$ cat config.mk
export PLATFORM = sky130hd
export DESIGN_NAME = ser_tx_chain
export DESIGN_NICKNAME = d
export VERILOG_FILES = /design/src/rtl/ser_tx_pkg.sv /design/src/rtl/ser_tx_fifo.sv /design/src/rtl/ser_tx_shifter.sv /design/src/rtl/ser_tx_chain.sv
export SDC_FILE = /design/constraint.sdc
export NUM_CORES = 1
export LEC_CHECK = 0
export ABC_AREA = 1
export BUFFER_PORTS_ARGS = -buffer_cell sky130_fd_sc_hd__buf_2
export CAP_MARGIN = 5
export CORE_MARGIN = 1
export CORE_UTILIZATION = 45
export CTS_BUF_LIST = sky130_fd_sc_hd__clkbuf_8
export CTS_CLUSTER_DIAMETER = 120
export CTS_CLUSTER_SIZE = 10
export DETAILED_ROUTE_END_ITERATION = 8
export PLACE_DENSITY = 0.66
export SLEW_MARGIN = 5
export SYNTH_ARGS = -nofsm -noshare
export SYNTH_HDL_FRONTEND = slang
export SYNTH_HIERARCHICAL = 1
export SYNTH_SLANG_ARGS = --single-unit
$ cat constraint.sdc
create_clock -name clk_i -period 2.3 [get_ports clk_i]
set_clock_uncertainty 0.15 [all_clocks]
set_input_delay 0.115 -clock clk_i [delete_from_list [all_inputs] [get_ports clk_i]]
set_output_delay 0.115 -clock clk_i [all_outputs]
set_load 0.01 [all_outputs]
$ cat src/rtl/ser_tx_pkg.sv
package ser_tx_pkg;
  localparam int unsigned BYTE_W = 8;
  typedef logic [BYTE_W-1:0] byte_t;

  function automatic int unsigned cnt_w(input int unsigned depth);
    return $clog2(depth + 1);
  endfunction
endpackage

$ cat src/rtl/ser_tx_fifo.sv
module ser_tx_fifo #(
  parameter int unsigned DW    = 8,
  parameter int unsigned DEPTH = 4,
  localparam int unsigned AW   = (DEPTH > 1) ? $clog2(DEPTH) : 1,
  localparam int unsigned CW   = ser_tx_pkg::cnt_w(DEPTH)
) (
  input  logic          clk_i,
  input  logic          rst_ni,
  input  logic          clr_i,
  input  logic          push_i,
  input  logic [DW-1:0] data_i,
  input  logic          pop_i,
  output logic [DW-1:0] data_o,
  output logic [CW-1:0] count_o,
  output logic          full_o,
  output logic          empty_o
);
  logic [DW-1:0] mem_q [DEPTH];
  logic [AW-1:0] wr_ptr_q, rd_ptr_q;
  logic [CW-1:0] cnt_q;

  function automatic logic [AW-1:0] nxt(input logic [AW-1:0] p);
    return (p == AW'(DEPTH - 1)) ? '0 : p + AW'(1);
  endfunction

  assign data_o  = mem_q[rd_ptr_q];
  assign count_o = cnt_q;
  assign full_o  = (cnt_q == CW'(DEPTH));
  assign empty_o = (cnt_q == '0);

  always_ff @(posedge clk_i or negedge rst_ni) begin
    if (!rst_ni) begin
      wr_ptr_q <= '0;
      rd_ptr_q <= '0;
      cnt_q    <= '0;
    end else if (clr_i) begin
      wr_ptr_q <= '0;
      rd_ptr_q <= '0;
      cnt_q    <= '0;
    end else begin
      if (push_i) wr_ptr_q <= nxt(wr_ptr_q);
      if (pop_i)  rd_ptr_q <= nxt(rd_ptr_q);
      cnt_q <= cnt_q + CW'(push_i) - CW'(pop_i);
    end
  end

  for (genvar g = 0; g < DEPTH; g++) begin : g_slot
    always_ff @(posedge clk_i) begin
      if (push_i && !clr_i && wr_ptr_q == AW'(g)) mem_q[g] <= data_i;
    end
  end

  // the controller never pushes into a full queue unless a pop frees a slot
  p_no_overflow_r1: assert property (@(posedge clk_i) disable iff (!rst_ni)
    !(push_i && full_o && !pop_i));
  p_no_underflow_r4: assert property (@(posedge clk_i) disable iff (!rst_ni)
    !(pop_i && empty_o));
endmodule

$ cat src/rtl/ser_tx_shifter.sv
module ser_tx_shifter #(
  parameter int unsigned DW       = 8,
  parameter int unsigned HALF_DIV = 2,
  localparam int unsigned DVW     = $clog2(HALF_DIV) + 1,
  localparam int unsigned BW      = $clog2(DW)
) (
  input  logic          clk_i,
  input  logic          rst_ni,
  input  logic          load_i,
  input  logic [DW-1:0] data_i,
  output logic          busy_o,
  output logic          done_o,
  output logic          sclk_o,
  output logic          sd_o
);
  logic [DW-1:0]  sh_q;
  logic [DVW-1:0] div_q;
  logic [BW-1:0]  bit_q;
  logic           busy_q, sclk_q, sd_q;
  logic           half_end;

  assign half_end = busy_q && (div_q == DVW'(HALF_DIV - 1));
  assign done_o   = half_end && sclk_q && (bit_q == BW'(DW - 1));
  assign busy_o   = busy_q;
  assign sclk_o   = sclk_q;
  assign sd_o     = sd_q;

  always_ff @(posedge clk_i or negedge rst_ni) begin
    if (!rst_ni) begin
      sh_q   <= '0;
      div_q  <= '0;
      bit_q  <= '0;
      busy_q <= 1'b0;
      sclk_q <= 1'b1;
      sd_q   <= 1'b1;
    end else if (load_i && !busy_q) begin
      busy_q <= 1'b1;
      sclk_q <= 1'b0;
      sd_q   <= data_i[0];
      sh_q   <= data_i >> 1;
      div_q  <= '0;
      bit_q  <= '0;
    end else if (half_end) begin
      div_q <= '0;
      if (!sclk_q) begin
        sclk_q <= 1'b1;
      end else if (bit_q == BW'(DW - 1)) begin
        busy_q <= 1'b0;
      end else begin
        sclk_q <= 1'b0;
        sd_q   <= sh_q[0];
        sh_q   <= sh_q >> 1;
        bit_q  <= bit_q + BW'(1);
      end
    end else if (busy_q) begin
      div_q <= div_q + DVW'(1);
    end
  end

  p_sd_on_fall_r2: assert property (@(posedge clk_i) disable iff (!rst_ni)
    !$stable(sd_o) |-> $fell(sclk_o));
  p_idle_high_r2: assert property (@(posedge clk_i) disable iff (!rst_ni)
    !busy_o |-> sclk_o);
  p_no_reload_busy_r2: assert property (@(posedge clk_i) disable iff (!rst_ni)
    (busy_o && !done_o) |=> busy_o);
endmodule

$ cat src/rtl/ser_tx_chain.sv
module ser_tx_chain #(
  parameter int unsigned DW       = ser_tx_pkg::BYTE_W,
  parameter int unsigned DEPTH    = 4,
  parameter int unsigned HALF_DIV = 2,
  localparam int unsigned CW      = ser_tx_pkg::cnt_w(DEPTH),
  localparam int unsigned LW      = (DEPTH > 1) ? $clog2(DEPTH) : 1
) (
  input  logic          clk_i,
  input  logic          rst_ni,
  input  logic          wr_en_i,
  input  logic [DW-1:0] wr_data_i,
  input  logic          fifo_en_i,
  input  logic          fifo_clr_i,
  input  logic          txe_wr_i,
  input  logic          txe_val_i,
  input  logic [LW-1:0] fill_lvl_i,
  input  logic          auto_dis_i,
  output logic          txe_o,
  output logic          buf_empty_o,
  output logic          tx_irq_o,
  output logic          overrun_o,
  output logic          sd_o,
  output logic          sclk_o
);
  logic [DW-1:0] buf_q, fifo_rd;
  logic [CW-1:0] fifo_cnt;
  logic          buf_vld_q, txe_q, irq_q, ovr_q;
  logic          fifo_full, fifo_empty, fifo_push, fifo_pop;
  logic          sh_busy, sh_done, sh_load, direct_wr, drop_wr, lvl_hit;

  assign sh_load   = txe_q && buf_vld_q && !sh_busy;
  assign fifo_pop  = fifo_en_i && !fifo_empty && (!buf_vld_q || sh_load);
  assign fifo_push = fifo_en_i && wr_en_i && (!fifo_full || fifo_pop);
  assign direct_wr = !fifo_en_i && wr_en_i && (!buf_vld_q || sh_load);
  assign drop_wr   = wr_en_i && !fifo_push && !direct_wr;
  assign lvl_hit   = fifo_pop && !fifo_push && (fifo_cnt == CW'(fill_lvl_i) + CW'(1));

  ser_tx_fifo #(.DW(DW), .DEPTH(DEPTH)) fifo_i (
    .clk_i   (clk_i),
    .rst_ni  (rst_ni),
    .clr_i   (fifo_clr_i),
    .push_i  (fifo_push),
    .data_i  (wr_data_i),
    .pop_i   (fifo_pop),
    .data_o  (fifo_rd),
    .count_o (fifo_cnt),
    .full_o  (fifo_full),
    .empty_o (fifo_empty)
  );

  ser_tx_shifter #(.DW(DW), .HALF_DIV(HALF_DIV)) shift_i (
    .clk_i  (clk_i),
    .rst_ni (rst_ni),
    .load_i (sh_load),
    .data_i (buf_q),
    .busy_o (sh_busy),
    .done_o (sh_done),
    .sclk_o (sclk_o),
    .sd_o   (sd_o)
  );

  always_ff @(posedge clk_i or negedge rst_ni) begin
    if (!rst_ni) begin
      buf_q     <= '0;
      buf_vld_q <= 1'b0;
      txe_q     <= 1'b0;
      irq_q     <= 1'b0;
      ovr_q     <= 1'b0;
    end else begin
      if (fifo_pop) begin
        buf_q     <= fifo_rd;
        buf_vld_q <= 1'b1;
      end else if (direct_wr) begin
        buf_q     <= wr_data_i;
        buf_vld_q <= 1'b1;
      end else if (sh_load) begin
        buf_vld_q <= 1'b0;
      end

      if (txe_wr_i)
        txe_q <= txe_val_i;
      else if (auto_dis_i && sh_done && !buf_vld_q && fifo_empty)
        txe_q <= 1'b0;

      irq_q <= fifo_en_i ? lvl_hit : sh_load;

      if (fifo_clr_i)   ovr_q <= 1'b0;
      else if (drop_wr) ovr_q <= 1'b1;
    end
  end

  assign txe_o       = txe_q;
  assign buf_empty_o = !buf_vld_q;
  assign tx_irq_o    = irq_q;
  assign overrun_o   = ovr_q;

  p_buf_fill_r4: assert property (@(posedge clk_i) disable iff (!rst_ni)
    fifo_pop |=> !buf_empty_o);
  p_irq_pulse_r5: assert property (@(posedge clk_i) disable iff (!rst_ni)
    tx_irq_o |=> !tx_irq_o);
  p_ovr_sticky_r1: assert property (@(posedge clk_i) disable iff (!rst_ni)
    (overrun_o && !fifo_clr_i) |=> overrun_o);
  p_no_shift_off_r3: assert property (@(posedge clk_i) disable iff (!rst_ni)
    (!txe_o && !sh_busy) |=> sclk_o);
  p_auto_off_r6: assert property (@(posedge clk_i) disable iff (!rst_ni)
    ($fell(txe_o) && !$past(txe_wr_i)) |-> (sclk_o && buf_empty_o));
endmodule

## After elaboration in Yosys (flattened, before gate mapping)

Memories as Yosys holds them, arrays and structs flattened.
Cells that the tools add are included.

| word-level totals | value |
|---|---|
| logic and storage cells | 139 |
| input port bits | 18 |
| memories kept | 1 |
| register bits after elaboration | 35 |
| RAM bits | 32 |
| output and inout port bits | 6 |

Memory list:

| memory | words | width | read ports | clocked after memory_dff | write ports | RTL line | text |
|---|---|---|---|---|---|---|---|
| fifo_i.mem_q | 4 | 8 | 1 | 0 | 1 | ser_tx_fifo.sv:18 | `logic [DW-1:0] mem_q [DEPTH];` |

| cells by class | value |
|---|---|
| reduce and logical (&&, ||, !) cells | 51 |
| $add $sub $neg | 7 |
| eq/ne operators | 9 |
| mux-type cells | 57 |

Operators by type and width:

| operator | count |
|---|---|
| $mux W8 | 9 |
| $mux W1 | 31 |
| $logic_and A1 B1 Y1 | 24 |
| $mux W2 | 12 |
| $reduce_or A8 Y1 | 3 |
| $reduce_bool A2 Y1 | 8 |
| $mux W3 | 5 |
| $logic_not A1 Y1 | 8 |
| $add A2 B1 Y2 const B | 3 |
| $eq A2 B2 Y1 const B | 3 |
| $eq A3 B3 Y1 const B | 2 |
| $reduce_and A3 Y1 | 2 |
| $reduce_bool A3 Y1 | 2 |
| $eq A2 B1 Y1 const B | 2 |
| $add A2 B1 Y3 const B | 1 |
| $add A3 B1 Y3 | 1 |
| $add A3 B1 Y3 const B | 1 |
| $eq A3 B3 Y1 | 1 |
| $logic_not A3 Y1 | 1 |
| $sub A3 B1 Y3 | 1 |
| $logic_not A2 Y1 | 1 |
| $logic_or A1 B1 Y1 | 2 |
| $ne A2 B1 Y1 const B | 1 |

## Depth between registers and ports, before layout

Gate-level depths: netlist of run 1.

| depth | value |
|---|---|
| depth after elaboration | 14 |
| mapped depth | 14 |
| mapped depth without buffers | 14 |

## By module

The synthesis of run 1 kept the hierarchy.

By module, submodules not included:

| module | area each (µm²) | sequential area each (µm²) | cells each | times used |
|---|---|---|---|---|
| ser_tx_fifo | 1717.9 | 1136.1 | 148 | 1 |
| ser_tx_shifter | 770.7 | 377.9 | 93 | 1 |
| ser_tx_chain | 701.9 | 300.3 | 98 | 1 |

## Worst setup path after synthesis of run 1

OpenSTA, ideal clock, no wires.

| timing path | value |
|---|---|
| path type | flip-flop to flip-flop |
| from | register fifo_i.cnt_q[1] (netlist: fifo_i/count_o[1]) |
| to | register fifo_i.cnt_q[2] (netlist: fifo_i/count_o[2]) |
| cell stages (with the launch flop) | 14 |
| setup time | 119 ps |
| data required time | 2031 ps |
| path buffers | 0 |
| arrival time | 1991 ps |
| period minus slack after synthesis | 2260 ps |
| slack | 40 ps |
| cells stage by stage | dfrtp_1 inv_1 nand2_1 nor2_1 nor2_4 nand2_4 inv_2 ha_1 inv_1 ha_1 inv_1 fa_1 a21oi_1 nor2_1 |

| on the way | value |
|---|---|
| word-level cells in the longest chain between the ends | 9 |
| elaborated cells between the ends (all ways) | 11 |
| classes of those cells | 2 x add/sub; 1 x eq/ne; 1 x mux; 7 x reduce/logical |

RTL lines:

| element | RTL line | text |
|---|---|---|
| start, declared | ser_tx_fifo.sv:20 | `logic [CW-1:0] cnt_q;` |
| start signal, assigned | ser_tx_fifo.sv:43 | `cnt_q <= cnt_q + CW'(push_i) - CW'(pop_i);` |
| $logic_not A3 Y1 * | ser_tx_fifo.sv:29 | `assign empty_o = (cnt_q == '0);` |
| named net fifo_empty | ser_tx_chain.sv:28 | `logic fifo_full, fifo_empty, fifo_push, fifo_pop;` |
| $logic_not A1 Y1 * | ser_tx_chain.sv:32 | `assign fifo_pop = fifo_en_i && !fifo_empty && (!buf_vld_q \|\| sh_load);` |
| $logic_and A1 B1 Y1 * (2 in series) | ser_tx_chain.sv:32 |  |
| named net fifo_pop | ser_tx_chain.sv:28 |  |
| $logic_or A1 B1 Y1 | ser_tx_chain.sv:33 | `assign fifo_push = fifo_en_i && wr_en_i && (!fifo_full \|\| fifo_pop);` |
| $logic_and A1 B1 Y1 | ser_tx_chain.sv:33 |  |
| $add A3 B1 Y3 | ser_tx_fifo.sv:43 |  |
| $sub A3 B1 Y3 * | ser_tx_fifo.sv:43 |  |
| $mux W3 * | ser_tx_fifo.sv:36 | `end else if (clr_i) begin` |

The timed path passes the listed nets; every way through them passes the cells marked *.
A chain may end at the register's enable or synchronous reset.

## Final worst setup path of run 1

| timing path | value |
|---|---|
| from | register fifo_i.cnt_q[2] (netlist: fifo_i/count_o[2]) |
| to | register fifo_i.cnt_q[1] (netlist: fifo_i/count_o[1]) |

Same word-level chain as after synthesis.

==> results of run 1 <==
-- kinds of logic after synthesis --
| group | Yosys count | synth area share (%) |
|---|---|---|
| AO/OA/AOI/OAI | 36 | 7.648 |
| adder cells (fa/ha/maj) | 10 | 4.157 |
| buffers and inverters | 61 | 8.823 |
| flip-flops | 66 | 56.86 |
| AND/OR/NAND/NOR | 166 | 22.51 |
-- stage by stage --
| step | setup WS [ps] | util, % | TNS, ps | cells |
|---|---|---|---|---|
| 6_report | 82.91 | 54.60 | 0 | 489 |
| 5_1_grt | -5.406 | 54.60 | -5.406 | 489 |
| 4_1_cts | 26.27 | 54.25 | 0 | 488 |
| 3_5_place_dp | 25.88 | 49.93 | 0 | 459 |
| 3_3_place_gp | 96.12 | 49.93 | 0 | 459 |
| 2_1_floorplan | 39.55 | - | 0 | 339 |
-- sequential cells by signal, indices dropped and copies added (netlist names) --
name             cells
shift_i/sclk_o       1
buf_q                8
shift_i/sh_q         7
fifo_i/count_o       3
buf_vld_q            1
shift_i/sd_o         1
fifo_i/rd_ptr_q      2
txe_o                1
fifo_i/wr_ptr_q      2
overrun_o            1
shift_i/bit_q        3
fifo_i/mem_q        32
shift_i/busy_o       1
shift_i/div_q        2
tx_irq_o             1
-- worst max-delay path, stage by stage (launching register included) --
cell	delay (ps)
sky130_fd_sc_hd__dfrtp_1	380
sky130_fd_sc_hd__inv_1	90
sky130_fd_sc_hd__nand2_2	100
sky130_fd_sc_hd__nor2_4	140
sky130_fd_sc_hd__nor2_4	50
sky130_fd_sc_hd__nand2_4	70
sky130_fd_sc_hd__inv_2	40
sky130_fd_sc_hd__ha_1	270
sky130_fd_sc_hd__inv_1	60
sky130_fd_sc_hd__ha_1	130
sky130_fd_sc_hd__inv_1	60
sky130_fd_sc_hd__fa_2	530
sky130_fd_sc_hd__nor2_1	50
-- cells in the final DEF, fill, tap and decap left out, drive strengths merged --
master,synthesis,final
inv,53,55
nor3,2,2
o21ai,12,12
or2,1,1
clkinv,0,4
nand3,16,16
nand4,2,2
dfrtp,32,32
a21oi,4,4
clkbuf,1,10
o211a,1,1
buf,7,33
fa,1,1
a22o,1,1
o211ai,16,16
o21bai,1,1
edfxtp,32,32
nor2,25,25
dfstp,2,2
nand2,120,120
ha,9,9
o22ai,1,1
dlygate4sd3,0,13
-- how the worst max path moves through the flow --
stage,startpoint,endpoint,slack (ps),cells after the start
finish,fifo_i/count_o[2],fifo_i/count_o[1],80,12
global route,fifo_i/count_o[2],fifo_i/count_o[1],-5,12
floorplan,fifo_i/count_o[1],fifo_i/count_o[2],40,13
global placement,fifo_i/count_o[2],fifo_i/count_o[2],100,13
CTS,fifo_i/count_o[2],fifo_i/count_o[2],30,14
detailed placement,fifo_i/count_o[2],fifo_i/count_o[2],30,13
-- layer usage --
metal | up-vias | GRT usage (%)
met5 | - | 0
met4 | 0 | 7.273
met3 | 9 | 4.952
met2 | 19 | 27.27
met1 | 1059 | 22.03
li1 | 1183 | -
-- layout make-up --
class                   count  area [sq um]
fillers                   640          3102
flip-flops and latches     66          1814
multi-input cells         212          1111
repair buffers             46         320.3
inverters                  53         198.9
clock buffers              10         137.6
well taps                  96         120.1
clock inverters             6         27.53
-- timing repair --
| action | in CTS | in global routing |
|---|---|---|
| resized for setup | 0 | 5 |
| hold buffers | 13 | 0 |
| setup endpoints to repair | 0 | 2 |
| endpoints found under the hold margin | 75 | 0 |
| buffers inserted | 0 | 1 |
-- where the power goes --
group / internal (mW) / total, mW / switching [mW]
combinational: 0.479 / 1.19 / 0.709
sequential: 1.48 / 1.63 / 0.158
clock: 0.405 / 0.821 / 0.417
total: 2.36 / 3.64 / 1.28
==> results.yml, run 1 <==
synth:
  synthesis.nets: 367
  synth_enable_flop_cells: 32
  syn_area_per_cell_sq_um: 9.412
  netlist_area_sq_um: 3191
  synthArstFlopShare_pct: 51.52
  portion_of_synthesized_cell_area_occupied_by_the_leading_cell_type_pct: 30.12
  yosys_warnings: 6
  synth.top_cells.by_count: "115 x sky130_fd_sc_hd__nand2_1, 45 x sky130_fd_sc_hd__inv_1, 32 x sky130_fd_sc_hd__dfrtp_1, 32 x sky130_fd_sc_hd__edfxtp_1, 23 x sky130_fd_sc_hd__nor2_1"
  yosysTopAreaCell: "sky130_fd_sc_hd__edfxtp_1"
  gate_count_after_technology_mapping: 339
  yosys.cell_types.count: 31
  yosys-top-cells-area: "sky130_fd_sc_hd__edfxtp_1 30%, sky130_fd_sc_hd__dfrtp_1 25%, sky130_fd_sc_hd__nand2_1 14%"
  postSynth.topFlopCell: "sky130_fd_sc_hd__edfxtp_1"
  seq_area_frac_synth_pct: 56.86
  postSynthRegisterBits: 66
  yosysMostFrequentCell: "sky130_fd_sc_hd__nand2_1"
pwr:
  vdd_ir_drop_max_mv: 0.5167
  fin_total_pwr_mw: 3.643
  power_leakage_nw: 1.869
  p_per_area_nw_per_um2: 976.8
route:
  route.detailed.wl_per_inst_um: 11.39
  m1WireLength_um: 2695
  wl_met2_um: 2642
  top_layer_reached_by_signal_wires: "met4"
  wl_met3_um: 144
  detail_route.iter0.violations: 128
  drtAntennaViolNets: 0
  pre_antenna_drt_iters: 4
  vias_per_cell: 4.642
  routed-via-count: 2270
  wirelength_um: 5570
  drc_errors: 0
worst_setup_path:
  crit_path_max_fanout: 3
  timing.rr.end: "fifo_i/count_o[1]"
  worst_setup_path_end_kind: "flip-flop"
  worst-r2r-cell-count: 12
  critPathKind: "reg -> reg"
  worst_setup_path_start_kind: "flip-flop"
  worst-r2r-setup-slack_ps: 80
  worst-endpoint-arrival_ps: 2300
  crit_required_ps: 2380
  timing.rr.start: "fifo_i/count_o[2]"
global_routing:
  globalRoute.totalOverflow: 0
  grt_pass1_wl_um: 9618
  gr-usage-all-layers_pct: 17.14
  grt_antenna_before_repair: 0
  grt_start_max_net_pins: 35
  grt_pass1_vias: 2133
place:
  dp_hpwl_um: 3749
  routability_cong: 0.7163
  placed_cell_area_sq_um: 3411
  port_buffers: 23
timing:
  layout_min_cycle_time_ps: 2217
  timing.slew.headroom_pct: 50.66
  hold-worst-slack_ps: 38.85
  timing.final.crit_share_pct: 96.40
  finalHoldViolCount: 0
  maxSlewViolCount: 0
  setup_viol_count_final: 0
  max_freq_ghz: 0.4510
  worst-slew-pin-transition_ps: 740.1
clock_tree:
  clkLatencyLatePin_ps: 340
  root_buffer: "sky130_fd_sc_hd__clkbuf_8"
  clk_pin_slew_ps: 60
  numCtsBuffers: 9
  clockBufferDepth: 2
  h-tree-depth: 3
  cts_sinks: 66
  cts_tree: "yes"
finish:
  final_design_area_no_fill_sq_um: 3730
  final_nets: 416
  antenna_cells: 0
  post_route_cells_drive_above_1_share_pct: 18.83
  flow.area_growth_from_synthesis_pct: 16.90
hold_path:
  hold_depth: 6
  holdPathEnd: "overrun_o"
  worstHoldPathType: "in -> reg"
  hp-start: "wr_en_i"
floorplanning:
  die_y_um: 86.20
  die_area_sq_um: 7430
  die_width_um: 86.20
  core_area_sq_um: 6832
  initial_utilization_pct: 46.70
  rows: 30
  io_pins: 24
flow_run:
  cap_violations: 0
run_status:
  status: "finished, final reports clean"
Note: power is estimated with default switching activity, not from simulation.
==> inputs of run 2 (changes only) <==
ABC_AREA = 0   (was 1)
==> results.yml, run 2 <==
run_status:
  status: "finished, final reports clean"
synth:
  netlist_area_sq_um: 3058
  synthXorXnorAreaFrac_pct: 1.882
  compound_gate_fraction_of_synth_area_pct: 8.633
  synthArstFlopShare_pct: 51.52
  synth.mux.area_fraction_pct: 13.30
  synth_top_family_by_area: "multiplexers"
  synth.top_cells.by_count: "32 x sky130_fd_sc_hd__dfrtp_1, 32 x sky130_fd_sc_hd__edfxtp_1, 21 x sky130_fd_sc_hd__nor2_1"
  postSynthRegisterBits: 66
  synth_simple_gate_area_share_pct: 9.411
  postSynth.topFlopCell: "sky130_fd_sc_hd__edfxtp_1"
  synth_enable_flop_cells: 32
  gate_count_after_technology_mapping: 211
  synthesis.nets: 239
  portion_of_synthesized_cell_area_occupied_by_the_leading_cell_type_pct: 31.42
  syn_area_per_cell_sq_um: 14.49
  yosys-top-cells-area: "sky130_fd_sc_hd__edfxtp_1 31%, sky130_fd_sc_hd__dfrtp_1 26%, sky130_fd_sc_hd__mux4_2 5.2%"
  seq_area_frac_synth_pct: 59.33
  synth_adder_area_share_pct: 4.337
  yosysTopAreaCell: "sky130_fd_sc_hd__edfxtp_1"
  yosys.cell_types.count: 50
  yosys_warnings: 6
flow_run:
  cap_violations: 0
global_routing:
  gr-usage-all-layers_pct: 18.25
  grt_antenna_before_repair: 0
  globalRoute.totalOverflow: 0
  grt_pass1_wl_um: 9542
  grt_start_max_net_pins: 35
  grt_pass1_vias: 1884
floorplanning:
  io_pins: 24
  rows: 29
  die_y_um: 84.44
  initial_utilization_pct: 47.35
  die_width_um: 84.44
  core_area_sq_um: 6459
  die_area_sq_um: 7129
worst_setup_path:
  worst_setup_path_end_kind: "flip-flop"
  critical-path-slowest-cell: "sky130_fd_sc_hd__dfrtp_1"
  critical_path.n_buffers_inverters: 3
  crit_required_ps: 2430
  worst_setup_path_start_kind: "flip-flop"
  crit_path_max_fanout: 3
  family_with_the_most_delay_on_the_worst_path: "adder cells"
  critical_path_cell_sequence: "nand2b_4 -> a211o_4 -> inv_6 -> ha_4 -> inv_1 -> ha_1 -> inv_1 -> fa_2 -> xnor3_1 -> nor2_1"
  cpMostUsedCell: "sky130_fd_sc_hd__inv_1"
  critical_path.max_stage_delay_ps: 380
  worst-endpoint-arrival_ps: 2330
  critPathKind: "reg -> reg"
place:
  routability_cong: 0.7776
  dp_hpwl_um: 3983
  detailedPlace.worstSlack_ps: 24.58
  port_buffers: 23
timing:
  setup_viol_count_final: 0
  finalHoldViolCount: 0
  hold-worst-slack_ps: 105.2
  setup-tns-final_ps: 0
  timing.slew.headroom_pct: 48.89
  finalWorstSetupSlack_ps: 93.42
  layout_min_cycle_time_ps: 2207
  worst-slew-pin-transition_ps: 766.6
  timing.final.crit_share_pct: 95.94
  maxSlewViolCount: 0
  max_freq_ghz: 0.4532
finish:
  number_of_flip_flops_under_the_largest_register_name: 32
  layout_top_registers: "fifo_i/mem_q (32), buf_q (8), shift_i/sh_q (7)"
  flow.area_growth_from_synthesis_pct: 23.73
  biggest_register: "fifo_i/mem_q"
  post_route_cells_drive_above_1_share_pct: 33.45
  antenna_cells: 0
  mostFrequentLayoutCells: "32 x sky130_fd_sc_hd__dfrtp_1, 32 x sky130_fd_sc_hd__edfxtp_1, 23 x sky130_fd_sc_hd__buf_2"
  final_nets: 298
route:
  routed-via-count: 1838
  drtAntennaViolNets: 0
  drc_errors: 0
  detail_route.iter0.violations: 83
  pre_antenna_drt_iters: 4
  route.detailed.wl_per_inst_um: 16.03
  vias_per_cell: 5.222
  wirelength_um: 5641
pwr:
  vdd_ir_drop_max_mv: 0.6489
  fin_total_pwr_mw: 3.648
  p_per_area_nw_per_um2: 964.1
  power_leakage_nw: 1.566
clock_tree:
  clkLatencyLatePin_ps: 350
  cts_tree: "yes"
  root_buffer: "sky130_fd_sc_hd__clkbuf_8"
  cts_sinks: 66
  h-tree-depth: 3
  numCtsBuffers: 9
  clk_pin_slew_ps: 70
  clockBufferDepth: 2
hold_path:
  worstHoldPathType: "in -> reg"
-- run 2: changes by cell type after synthesis, sizes merged, moves of 6 or more --
cell / previous run / this run
a21oi: 4 / 11
and2: 0 / 6
inv: 53 / 10
mux2: 0 / 12
mux4: 0 / 8
nand2: 120 / 9
nand3: 16 / 2
o211ai: 16 / 0
-- run 2: worst paths after layout --
kind,from,endpoint,slack [ps],depth (start not counted)
max in group asynchronous,rst_ni,shift_i/sh_q[2],1280,2
worst min register to register,overrun_o,overrun_o,360,1
worst max register to register,shift_i/busy_o,fifo_i/count_o[2],90,10
min in group asynchronous,rst_ni,buf_vld_q,230,2
worst max-delay path,shift_i/busy_o,fifo_i/count_o[2],90,10
worst min-delay path,fill_lvl_i[0],tx_irq_o,110,4
-- run 2: cells by family (layout without fill, tap and decap cells) --
family / Yosys count / after routing
compound gates: 36 / 36
xor+xnor: 5 / 5
fa+ha+maj: 10 / 10
buf+inv: 16 / 80
flops: 66 / 66
mux: 25 / 25
simple gates: 53 / 53
-- run 2: repair_timing --
item                                    in CTS  in global routing
endpoints found under the setup margin       0                  2
setup buffers                                0                  2
gates resized for setup                      0                  2
endpoints found under the hold margin       78                  0
hold buffers                                14                  0
-- run 2: worst min-delay path, stage by stage --
cell	delay, ps
sky130_fd_sc_hd__buf_2	100
sky130_fd_sc_hd__xnor2_1	110
sky130_fd_sc_hd__nor4_1	50
sky130_fd_sc_hd__a22o_1	190
-- run 2: layout make-up --
| class | count | area (sq um) |
|---|---|---|
| clock inverter | 4 | 48.80 |
| timing repair buffer | 54 | 432.9 |
| sequential | 66 | 1814 |
| inverter | 10 | 42.54 |
| fill | 540 | 2675 |
| multi-input combinational | 129 | 1184 |
| tap | 77 | 96.34 |
| clock buffer | 12 | 165.2 |
-- run 2: metal layers --
layer	global-route usage, %	wire, um	vias up
li1	-	-	900
met1	23.86	2665	900
met2	28.91	2696	26
met3	3.835	141	12
met4	9.707	137	0
met5	0	0	-
-- run 2: stage by stage --
step	utilization [%]	instance area, sq um	std cells
2_1_floorplan	-	3087	211
3_3_place_gp	52.69	3403	320
3_5_place_dp	52.69	3403	320
4_1_cts	58.18	3757	350
5_1_grt	58.58	3784	352
6_report	58.58	3784	352
-- run 2: where the power goes --
| group | total [mW] | internal, mW | switching (mW) |
|---|---|---|---|
| clock | 1.03 | 0.587 | 0.444 |
| sequential | 1.61 | 1.46 | 0.147 |
| combinational | 1.01 | 0.553 | 0.455 |
==> inputs of run 3 (changes only) <==
CORE_UTILIZATION = 53   (was 45)
CTS_BUF_LIST = sky130_fd_sc_hd__clkbuf_16   (was sky130_fd_sc_hd__clkbuf_8)
CTS_CLUSTER_DIAMETER = default   (was 120)
PLACE_DENSITY = 0.76   (was 0.66)
==> results.yml, run 3 (synthesized netlist as in run 2, its figures left out) <==
clock_tree:
  h-tree-depth: 3
  numCtsBuffers: 9
  clkLatencyLatePin_ps: 320
  cts_sinks: 66
  clk_pin_slew_ps: 50
  clockBufferDepth: 2
  root_buffer: "sky130_fd_sc_hd__clkbuf_16"
  cts_tree: "yes"
worst_setup_path:
  critical-path-slowest-cell: "sky130_fd_sc_hd__fa_2"
  critical_path_cell_sequence: "nand2b_4 -> a211o_4 -> inv_6 -> ha_4 -> inv_2 -> ha_2 -> inv_1 -> fa_2 -> nor2_1"
  critical_path.n_buffers_inverters: 3
  worst_setup_path_start_kind: "flip-flop"
  worst-endpoint-arrival_ps: 2310
  crit_path_max_fanout: 4
  worst_setup_path_end_kind: "flip-flop"
  critical_path.max_stage_delay_ps: 510
  critical_path.startpoint: "shift_i/busy_o"
  timing.rr.start: "shift_i/busy_o"
  crit_required_ps: 2360
  critPathKind: "reg -> reg"
  family_with_the_most_delay_on_the_worst_path: "adder cells"
  worst-r2r-setup-slack_ps: 50
pwr:
  p_per_area_nw_per_um2: 1016
  power_leakage_nw: 1.594
  fin_total_pwr_mw: 3.882
  vdd_ir_drop_max_mv: 0.5222
timing:
  maxSlewViolCount: 0
  timing.slew.headroom_pct: 48.96
  setup_viol_count_final: 0
  max_freq_ghz: 0.4440
  hold-worst-slack_ps: 31.92
  finalHoldViolCount: 0
  timing.final.crit_share_pct: 97.93
  worst-slew-pin-transition_ps: 765.6
  layout_min_cycle_time_ps: 2252
finish:
  final_nets: 296
  biggest_register: "fifo_i/mem_q"
  post_route_cells_drive_above_1_share_pct: 33.33
  fillerInstances: 381
  antenna_cells: 0
  mostFrequentLayoutCells: "32 x sky130_fd_sc_hd__dfrtp_1, 32 x sky130_fd_sc_hd__edfxtp_1, 23 x sky130_fd_sc_hd__buf_2"
  layout_top_registers: "fifo_i/mem_q (32), buf_q (8), shift_i/sh_q (7)"
  final_design_area_no_fill_sq_um: 3820
  multi_input_comb_area_sq_um: 1186
  number_of_flip_flops_under_the_largest_register_name: 32
  regArea_sq_um: 1814
  flow.area_growth_from_synthesis_pct: 24.92
floorplanning:
  initial_utilization_pct: 55.19
  die_area_sq_um: 6078
  die_width_um: 77.96
  die_y_um: 77.96
  io_pins: 24
  core_area_sq_um: 5540
  rows: 27
global_routing:
  grt_start_max_net_pins: 35
  grt_pass1_vias: 1911
  gr-usage-all-layers_pct: 21.07
  grt_antenna_before_repair: 0
  grt_pass1_wl_um: 9308
  globalRoute.totalOverflow: 0
route:
  detail_route.iter0.violations: 55
  wirelength_um: 5841
  route.detailed.wl_per_inst_um: 16.93
  drc_errors: 0
  drtAntennaViolNets: 0
  vias_per_cell: 5.304
  routed-via-count: 1830
  pre_antenna_drt_iters: 4
hold_path:
  hp-start: "fifo_en_i"
  worstHoldPathType: "in -> reg"
place:
  dp_hpwl_um: 3921
  port_buffers: 23
  placed_cell_area_sq_um: 3397
  routability_cong: 0.7580
flow_run:
  cap_violations: 0
run_status:
  status: "finished, final reports clean"
## run 3: final cells by class
| class | count | area share [%] |
|---|---|---|
| Clock buffer | 10 | 6.551 |
| Multi-Input combinational cell | 129 | 31.05 |
| Clock inverter | 6 | 0.6223 |
| Timing Repair Buffer | 52 | 10.81 |
| Sequential cell | 66 | 47.49 |
| Inverter | 10 | 1.114 |
| Tap cell | 72 | 2.358 |
## run 3: through the flow
stage	cells	utilization [%]	setup slack, ps	setup TNS [ps]
3_5_place_dp	315	61.31	21.52	0
4_1_cts	343	68.59	15.97	0
3_3_place_gp	315	61.31	81.76	0
6_report	345	68.95	47.63	0
2_1_floorplan	211	-	17.17	0
5_1_grt	345	68.95	-44.93	-67.13
## run 3: power by group
part / switching [mW] / internal, mW / total (mW)
Combinational: 0.479 / 0.551 / 1.03
Sequential: 0.160 / 1.47 / 1.63
Clock: 0.454 / 0.773 / 1.23
Total: 1.09 / 2.79 / 3.88
## run 3: timing repair
item,in CTS,in global routing
endpoints found under the hold margin,72,0
gates resized for setup,1,3
buffers inserted,0,2
pin swaps,0,2
hold buffers,12,0
endpoints found under the setup margin,1,2
## run 3: worst register-to-register path: cells and delay by family, from the launching register on
kind	cells	cell delay, ps
adder cells (fa/ha/maj)	3	870
flip-flops	1	380
AO/OA/AOI/OAI	1	360
AND/OR/NAND/NOR	2	190
buffers and inverters	3	180
## run 3: worst paths after layout
check / endpoint / cells after the start
min in group asynchronous: buf_q[2] / 2
worst max-delay path: fifo_i/count_o[1] / 9
worst min-delay path: tx_irq_o / 3
worst min register to register: overrun_o / 1
worst max register to register: fifo_i/count_o[1] / 9
max in group asynchronous: fifo_i/wr_ptr_q[0] / 2
## run 3: layer usage
metal / share of wire (%) / global-route usage [%]
met1: 44 / 25.80
met5: 0 / 0
met3: 2.8 / 4.941
met2: 53 / 36.02
met4: 0.89 / 8.519
